==> config.mk <==
export PLATFORM = sky130hd
export DESIGN_NAME = sd_sector_seq
export DESIGN_NICKNAME = d
export VERILOG_FILES = /design/src/rtl/sd_seq_pkg.sv /design/src/rtl/sd_tx_select.sv /design/src/rtl/sd_poll_timer.sv /design/src/rtl/sd_phase_fsm.sv /design/src/rtl/sd_sector_seq.sv
export SDC_FILE = /design/constraint.sdc
export NUM_CORES = 1
export LEC_CHECK = 0
export ABC_AREA = 0
export ABC_CLOCK_PERIOD_IN_PS = 3690
export BUFFER_PORTS_ARGS = -buffer_cell sky130_fd_sc_hd__buf_2
export CAP_MARGIN = 10
export CORE_UTILIZATION = 55
export DETAILED_ROUTE_END_ITERATION = 16
export PLACE_DENSITY = 0.82
export SYNTH_ARGS = -nofsm -noshare
export SYNTH_HDL_FRONTEND = slang
export SYNTH_SLANG_ARGS = --single-unit
==> constraint.sdc <==
create_clock -name clk -period 3.69 [get_ports clk]
set_clock_uncertainty 0.1 [all_clocks]
set_input_delay 0.738 -clock clk [delete_from_list [all_inputs] [get_ports clk]]
set_output_delay 0.738 -clock clk [all_outputs]
set_load 0.1 [all_outputs]
==> src/rtl/sd_seq_pkg.sv <==
package sd_seq_pkg;

  typedef enum logic [3:0] {
    PH_IDLE,
    PH_SYNC,
    PH_CMD,
    PH_ADDR,
    PH_CHK,
    PH_POLL,
    PH_RDATA,
    PH_RTAIL,
    PH_WTOK,
    PH_WDATA,
    PH_WTAIL
  } phase_t;

  localparam logic [7:0] FILL_BYTE  = 8'hFF;
  localparam logic [7:0] TOKEN_BYTE = 8'hFE;
  localparam int         ADDR_BYTES = 4;

endpackage

==> src/rtl/sd_tx_select.sv <==
module sd_tx_select
  import sd_seq_pkg::*;
#(
  parameter logic [7:0] RD_CMD   = 8'h51,
  parameter logic [7:0] WR_CMD   = 8'h58,
  parameter logic [7:0] CHK_BYTE = 8'hFF
) (
  input  phase_t      phase,
  input  logic [1:0]  addr_pos,
  input  logic        wr_mode,
  input  logic [31:0] addr,
  input  logic [7:0]  wr_data,
  output logic [7:0]  tx
);

  // position 0 carries the most significant address byte
  logic [1:0] lane;
  assign lane = 2'd3 - addr_pos;

  always_comb begin
    case (phase)
      PH_CMD:   tx = wr_mode ? WR_CMD : RD_CMD;
      PH_ADDR:  tx = addr[{lane, 3'b000} +: 8];
      PH_CHK:   tx = CHK_BYTE;
      PH_WTOK:  tx = TOKEN_BYTE;
      PH_WDATA: tx = wr_data;
      default:  tx = FILL_BYTE;
    endcase
  end

endmodule

==> src/rtl/sd_poll_timer.sv <==
module sd_poll_timer #(
  parameter int POLL_W = 16
) (
  input  logic              clk,
  input  logic              rst_n,
  input  logic              clear,
  input  logic              step,
  input  logic [POLL_W-1:0] limit,
  output logic              last_poll
);

  logic [POLL_W-1:0] polls_seen;

  always_ff @(posedge clk or negedge rst_n) begin
    if (!rst_n)     polls_seen <= '0;
    else if (clear) polls_seen <= '0;
    else if (step)  polls_seen <= polls_seen + 1'b1;
  end

  // the byte now completing is the last one the budget allows (0 acts as 1)
  assign last_poll = ({1'b0, polls_seen} + {{POLL_W{1'b0}}, 1'b1}) >= {1'b0, limit};

endmodule

==> src/rtl/sd_phase_fsm.sv <==
module sd_phase_fsm
  import sd_seq_pkg::*;
#(
  parameter int SECTOR_BYTES = 512,
  parameter int SYNC_BYTES   = 2,
  parameter int TAIL_BYTES   = 2,
  parameter int IDX_W        = 9
) (
  input  logic             clk,
  input  logic             rst_n,
  input  logic             start,
  input  logic             wr_mode_in,
  input  logic             fin,
  input  logic [7:0]       rx_byte,
  input  logic             last_poll,
  output phase_t           phase,
  output logic [IDX_W-1:0] idx,
  output logic             wr_mode,
  output logic             done,
  output logic             timed_out,
  output logic             poll_clear,
  output logic             poll_step
);

  localparam logic [IDX_W-1:0] SEC_LAST  = IDX_W'(SECTOR_BYTES - 1);
  localparam logic [IDX_W-1:0] SYNC_LAST = IDX_W'(SYNC_BYTES - 1);
  localparam logic [IDX_W-1:0] TAIL_LAST = IDX_W'(TAIL_BYTES - 1);
  localparam logic [IDX_W-1:0] ADDR_LAST = IDX_W'(ADDR_BYTES - 1);

  logic [IDX_W-1:0] last_idx;
  logic             got_token;
  logic             give_up;
  logic             launch;
  phase_t           nxt;

  assign got_token  = (rx_byte == TOKEN_BYTE);
  assign give_up    = (phase == PH_POLL) && !got_token && last_poll;
  assign launch     = (phase == PH_IDLE) && start;
  assign poll_clear = (phase == PH_IDLE);
  assign poll_step  = fin && (phase == PH_POLL) && !got_token;

  always_comb begin
    case (phase)
      PH_SYNC:             last_idx = SYNC_LAST;
      PH_ADDR:             last_idx = ADDR_LAST;
      PH_RDATA, PH_WDATA:  last_idx = SEC_LAST;
      PH_RTAIL, PH_WTAIL:  last_idx = TAIL_LAST;
      default:             last_idx = '0;
    endcase
  end

  always_comb begin
    case (phase)
      PH_SYNC:  nxt = PH_CMD;
      PH_CMD:   nxt = PH_ADDR;
      PH_ADDR:  nxt = PH_CHK;
      PH_CHK:   nxt = wr_mode ? PH_WTOK : PH_POLL;
      PH_POLL:  nxt = got_token ? PH_RDATA : (last_poll ? PH_IDLE : PH_POLL);
      PH_RDATA: nxt = PH_RTAIL;
      PH_WTOK:  nxt = PH_WDATA;
      PH_WDATA: nxt = PH_WTAIL;
      default:  nxt = PH_IDLE;
    endcase
  end

  always_ff @(posedge clk or negedge rst_n) begin
    if (!rst_n) begin
      phase     <= PH_IDLE;
      idx       <= '0;
      wr_mode   <= 1'b0;
      done      <= 1'b0;
      timed_out <= 1'b0;
    end else begin
      done <= 1'b0;
      if (launch) begin
        phase     <= PH_SYNC;
        idx       <= '0;
        wr_mode   <= wr_mode_in;
        timed_out <= 1'b0;
      end else if (fin && (phase != PH_IDLE)) begin
        if (idx == last_idx) begin
          phase <= nxt;
          idx   <= '0;
          if (nxt == PH_IDLE) done <= 1'b1;
          if (give_up) timed_out <= 1'b1;
        end else begin
          idx <= idx + 1'b1;
        end
      end
    end
  end

endmodule

==> src/rtl/sd_sector_seq.sv <==
module sd_sector_seq
  import sd_seq_pkg::*;
#(
  parameter int         SECTOR_BYTES = 512,
  parameter int         SYNC_BYTES   = 2,
  parameter int         TAIL_BYTES   = 2,
  parameter int         POLL_W       = 16,
  parameter logic [7:0] RD_CMD       = 8'h51,
  parameter logic [7:0] WR_CMD       = 8'h58,
  parameter logic [7:0] CHK_BYTE     = 8'hFF
) (
  input  logic              clk,
  input  logic              rst_n,
  input  logic              start,
  input  logic              wr_mode,
  input  logic [31:0]       sector_addr,
  input  logic [POLL_W-1:0] poll_limit,
  output logic              done,
  output logic              timed_out,
  output logic              card_sel_n,
  output logic              spi_go,
  output logic [7:0]        spi_tx,
  input  logic              spi_done,
  input  logic [7:0]        spi_rx,
  output logic [7:0]        rd_data,
  output logic              rd_valid,
  input  logic              rd_ready,
  input  logic [7:0]        wr_data,
  input  logic              wr_valid,
  output logic              wr_ready
);

  localparam int IDX_W = $clog2(SECTOR_BYTES);

  phase_t            phase;
  logic [IDX_W-1:0]  idx;
  logic              mode_q;
  logic [31:0]       addr_q;
  logic [POLL_W-1:0] limit_q;
  logic              inflight;
  logic              fin;
  logic              can_send;
  logic              last_poll;
  logic              poll_clear;
  logic              poll_step;
  logic [7:0]        tx_next;
  logic              in_rdata;
  logic              in_wdata;

  assign in_rdata   = (phase == PH_RDATA);
  assign in_wdata   = (phase == PH_WDATA);
  assign card_sel_n = (phase == PH_IDLE);

  // a read data byte is finished when the consumer takes it, others when shifted
  assign fin = in_rdata ? (rd_valid && rd_ready) : spi_done;

  assign wr_ready = in_wdata && !inflight;
  assign can_send = (phase != PH_IDLE) && !inflight
                    && !(in_rdata && rd_valid)
                    && !(in_wdata && !wr_valid);

  always_ff @(posedge clk or negedge rst_n) begin
    if (!rst_n) begin
      addr_q  <= '0;
      limit_q <= '0;
    end else if ((phase == PH_IDLE) && start) begin
      addr_q  <= sector_addr;
      limit_q <= poll_limit;
    end
  end

  sd_phase_fsm #(
    .SECTOR_BYTES (SECTOR_BYTES),
    .SYNC_BYTES   (SYNC_BYTES),
    .TAIL_BYTES   (TAIL_BYTES),
    .IDX_W        (IDX_W)
  ) u_fsm (
    .clk        (clk),
    .rst_n      (rst_n),
    .start      (start),
    .wr_mode_in (wr_mode),
    .fin        (fin),
    .rx_byte    (spi_rx),
    .last_poll  (last_poll),
    .phase      (phase),
    .idx        (idx),
    .wr_mode    (mode_q),
    .done       (done),
    .timed_out  (timed_out),
    .poll_clear (poll_clear),
    .poll_step  (poll_step)
  );

  sd_poll_timer #(.POLL_W(POLL_W)) u_poll (
    .clk       (clk),
    .rst_n     (rst_n),
    .clear     (poll_clear),
    .step      (poll_step),
    .limit     (limit_q),
    .last_poll (last_poll)
  );

  sd_tx_select #(
    .RD_CMD   (RD_CMD),
    .WR_CMD   (WR_CMD),
    .CHK_BYTE (CHK_BYTE)
  ) u_txsel (
    .phase    (phase),
    .addr_pos (idx[1:0]),
    .wr_mode  (mode_q),
    .addr     (addr_q),
    .wr_data  (wr_data),
    .tx       (tx_next)
  );

  // byte issue: one byte on the wire at a time
  always_ff @(posedge clk or negedge rst_n) begin
    if (!rst_n) begin
      spi_go   <= 1'b0;
      spi_tx   <= FILL_BYTE;
      inflight <= 1'b0;
    end else begin
      spi_go <= 1'b0;
      if (can_send) begin
        spi_go   <= 1'b1;
        spi_tx   <= tx_next;
        inflight <= 1'b1;
      end else if (spi_done) begin
        inflight <= 1'b0;
      end
    end
  end

  // read hold register
  always_ff @(posedge clk or negedge rst_n) begin
    if (!rst_n) begin
      rd_valid <= 1'b0;
      rd_data  <= '0;
    end else if (spi_done && in_rdata) begin
      rd_valid <= 1'b1;
      rd_data  <= spi_rx;
    end else if (rd_valid && rd_ready) begin
      rd_valid <= 1'b0;
    end
  end

endmodule

# Word-level counts from Yosys, hierarchy flattened
# Index checks and enable logic that the tools add are counted.
# op_classes
n_reduce_logical,32
eq_ne,12
n_mux,29
order_cmp,1
add_sub_neg,4
n_shift,1
# ops
operator,n
$mux 16,2
$pmux 4 s8,1
$pmux 8 s4,1
$shiftx 32x6->8,1
$mux 9,3
$pmux 9 s3,1
$mux 4,6
$add 16x1->17 const B,1
$ge 17x16->1,1
$add 16x1->16 const B,1
$eq 4x3->1 const B,4
$logic_and 1x1->1,14
$mux 1,14
$eq 4x4->1 const B,3
$reduce_bool 2->1,6
$add 9x1->9 const B,1
$eq 9x9->1,1
$eq 4x2->1 const B,2
$eq 8x8->1 const B,1
$logic_not 4->1,2
$logic_not 1->1,5
$eq 4x1->1 const B,1
$reduce_bool 4->1,1
$mux 3,1
other kinds (5),5
# word_totals
ff_bits,99
input_bits,71
word_cells,92
out_inout_bits,22

# Depth between registers and ports, before layout
# depth
depth_word,10
ltp_mapped,12
depth_no_buf,12

# Cells and area by module
# From an unflattened synthesis, not the netlist that was laid out.
# hier_totals
hier_cells,483
area_unflattened_um2,5586.6
# by_module_without_submodules
module,cells_each,n_inst,seq_area_each_um2,area_each_um2
sd_sector_seq,154,1,1686.6,2656.3
sd_poll_timer,168,1,400.4,1401.3
sd_phase_fsm,123,1,400.4,1154.9
sd_tx_select,38,1,0.0,374.1

# Least setup slack after synthesis
# OpenSTA, ideal clock, no wires.
# synth_timing
kind,register to register
startpoint,register u_poll.polls_seen[0]
endpoint,register u_fsm.phase[2]
n_path_buf,0
slack_ps,585
required_ps,3524
setup_time_ps,66
period_less_slack_ps,3105
arrival_time_ps,2938
stages_incl_launch_ff,13
path_cell_list,dfrtp_1 > ha_1 > nand4_1 > nor3_1 > and3_1 > xor2_1 > ha_1 > a21o_1 > a21o_1 > a211oi_1 > o211ai_1 > nor4b_1 > o31a_1
# synth_via
elab_chain_cells,8
# synth_lines
element,line,rtl
"start, declared",sd_poll_timer.sv:12,logic [POLL_W-1:0] polls_seen;
"start signal, assigned",sd_poll_timer.sv:17,else if (step) polls_seen <= polls_seen + 1'b1;
$add 16x1->17,sd_poll_timer.sv:21,"assign last_poll = ({1'b0, polls_seen} + {{POLL_W{1'b0}}, 1'b1}) >= {1'b0, limit};"
$ge 17x16->1,sd_poll_timer.sv:21,
$mux 3,sd_phase_fsm.sv:58,PH_POLL: nxt = got_token ? PH_RDATA : (last_poll ? PH_IDLE : PH_POLL);
$mux 4,sd_phase_fsm.sv:58,
$pmux 4 s8,sd_phase_fsm.sv:53,case (phase)
$mux 4,sd_phase_fsm.sv:81,if (idx == last_idx) begin
$mux 4,sd_phase_fsm.sv:80,end else if (fin && (phase != PH_IDLE)) begin
$mux 4,sd_phase_fsm.sv:75,if (launch) begin
"end signal, assigned",sd_phase_fsm.sv:82,phase <= nxt;
"end, declared",sd_phase_fsm.sv:16,"output phase_t phase,"
# Every way passes these cells. The select of a mux whose other input is x is not followed.
# A chain may end at the register's enable or synchronous reset.

# Worst setup path after layout
# Same ends and word-level chain as after synthesis.

==> run metrics <==
CTS tree=built; first-pass GRT wire length=about 19000 microns; PortBufs=approximately 90; Core Rows=35; largest area contributor in the synthesized netlist=dfrtp_1; Mapped Avg Cell Area=a little over 9 sq um; critical path startpoint category=register; Hold WC Path Type=primary input to asynchronous set/reset pin; fin. max-slew vios=0; max_slew headroom=42.99%; kind of end point of the critical path=register; Cell Pwr Density=795.4 nW/um^2; Final Critical Period=3.410 ns; Syn Inst Count=569; syn_nets=approximately 660; clock slew at reported path FFs=0.11 ns; Syn. warnings=0; worst-path fanout max=6; pin count of the biggest net entering global routing=70; fillers=759; final setup TNS=0 ns; PostCTS Resize Cnt=0; # Post-CTS Setup Buffers=0; Area Overhead vs Synth=14.81%; Total GRT Usage=24.64%; die width=around 100 microns; # diodes=0; gpl congestion=0.8570; Commonest cells post-synth=159 x nand2_1, 91 x dfrtp_1, 49 x o21ai_0, 32 x nor2_1, 27 x inv_1; post-detail-place hpwl=around 8500 microns; Starting DRT DRC Count=235; NetSw=2.242 mW; Max stage delay on crit path=0.45 ns; share of cells above drive strength 1=23.60%; Starting Density=56.76%; Worst-Margin Slew=0.8552 ns; Clock Latency Late Sink=0.37 ns; nets@finish=745; DR pass1 iterations=4; number of synthesized flops with an enable pin=0; Synth async-reset ratio=100.0%; RSZ-0062 raised after global routing=no; number of global-route vias before repair=4330; die area=9931 sq um; Peak VDD IR=385.3 uV; Buffers & Inverters on Critical Path=0; Crit path max-delay family=simple AND/OR/NAND/NOR gates; Fmax achieved=0.2933 GHz; Cell Chain, Critical Path=ha_1, nand4_1, nor3_1, and3_1, xor2_1, ha_1, a21o_1, a21o_1, a211oi_1, o211ai_1, nor4b_1, o31a_1; synthesized area=between 5000 and 6000 sq um; Final Setup Violations=0; sw frac=approximately 47%; Crit path required time=3.89 ns; vias per std cell=5.527; worst slack at placement=roughly 0.32 ns; io pins=93; initial antenna violation count=0; most common cell in the netlist=nand2_1; Most used DFF post-synth=dfrtp_1; detailed-route via count=4366; overall power consumption=roughly 4.8 mW; CP max stage cell=dfrtp_1; routed len/inst=around 15 microns; status=finished, final reports clean; grt ovf=0; post-synth top area share=43.42%; Crit Path Category=register to register; Die Y=99.66 microns; clock share of power=15.2%; Arrival @ worst endpoint=3.61 ns; Core Region=~9200 sq um; TritonCTS Buffers=9; Synth cell types=62; Synth area leaders=dfrtp_1 43%, nand2_1 11%, o21ai_0 4.7%; Seq/Total Area, Yosys=between 40% and 50%; Max-cap violations=0; Clock Tree Root=clkbuf_8; drt total wl=11700 microns; CTS Sinks=99; CTS max path bufs=2; CTS Hold Bufs=0; Hold Worst Slack=between 0.3 and 0.4 ns; DRT antenna net count=0; Pleak=3.125 nW; worst setup margin=~0.28 ns; Pint=2.548 mW; part of the power in combinational logic=44.6%; Final Hold Viols=0; Final Core Density=65.17%; H-tree depth=3; Seq cells post-synth=99; Tcrit/Tclk final=92.41%; Remaining DRCs=0; share of total power in sequential cells=40.2%
[metrics by stage]
stage	std cells	instance area, sq um
after floorplan	569	5245
after global placement	774	5813
after detailed placement	774	5813
after CTS	790	6022
after global routing	790	6022
final	790	6022
[area by class of cell]
cell class	instances	area [sq um]	share of cell area [%]
Clock buffer	9	123.9	2.057
Clock inverter	7	85.08	1.413
Inverter	28	106.4	1.766
Multi-Input combinational cell	419	2542	42.22
Sequential cell	99	2487	41.30
Tap cell	129	161.4	2.680
Timing Repair Buffer	99	515.5	8.560
[flip-flops by register name, summed over array words and instances, names as in the netlist]
register / flops
spi_go: 1
u_fsm.done: 1
rd_data: 8
addr_q: 32
u_fsm.idx: 9
u_fsm.timed_out: 1
u_fsm.wr_mode: 1
u_fsm.phase: 4
u_poll.polls_seen: 16
limit_q: 16
rd_valid: 1
inflight: 1
spi_tx: 8
[worst paths after layout]
check	end	depth (start not counted)	startpoint	slack, ns
setup / recovery	u_fsm.phase[2]	12	u_poll.polls_seen[0]	0.28
hold / removal	spi_go	1	rst_n	0.35
setup reg to reg	u_fsm.phase[2]	12	u_poll.polls_seen[0]	0.28
hold reg to reg	spi_tx[1]	2	spi_tx[1]	0.37
max in group asynchronous	u_poll.polls_seen[0]	2	rst_n	2.35
min in group clk	spi_tx[1]	2	spi_tx[1]	0.37
[routing by layer]
| metal | GRT usage [%] | wire length [microns] | up-vias | share of wire (%) |
|---|---|---|---|---|
| met3 | 3.514 | 466 | 17 | 4.0 |
| met4 | 8.145 | 161 | 0 | 1.4 |
| met2 | 42.09 | 5846 | 114 | 50 |
| met1 | 32.46 | 5224 | 2120 | 45 |
| met5 | 0 | 0 | - | 0 |
| li1 | - | - | 2115 | - |
[layout by cell type, fill, tap and decap left out, types with 10 or more instances in the layout]
cell type | Yosys | routed
ha_1 | 18 | 18
buf_2 | 10 | 91
nor2_1 | 32 | 32
nand2_1 | 159 | 159
nand4_1 | 11 | 11
and3_1 | 10 | 10
xor2_1 | 11 | 11
a21oi_1 | 18 | 18
dfrtp_1 | 91 | 91
inv_1 | 27 | 27
o21ai_0 | 49 | 49
[kinds of logic after synthesis]
logic type / after synthesis / share of synthesized area [%]
buffers and inverters: 51 / 4.127
adder cells (fa/ha/maj): 18 / 4.294
XOR/XNOR: 20 / 3.340
flip-flops: 99 / 47.42
AO/OA/AOI/OAI: 102 / 12.29
AND/OR/NAND/NOR: 259 / 22.38
multiplexers: 20 / 6.155
[power groups by stage]
stage	Clock (mW)	Combinational (mW)	Sequential (mW)
finish	0.730	2.13	1.92
global route	0.780	2.33	1.99
floorplan	0	1.17	2.44
global placement	0	2.06	1.91
CTS	0.742	2.14	1.92
detailed placement	0	2.13	1.94
(Power assumes the default switching activity.)
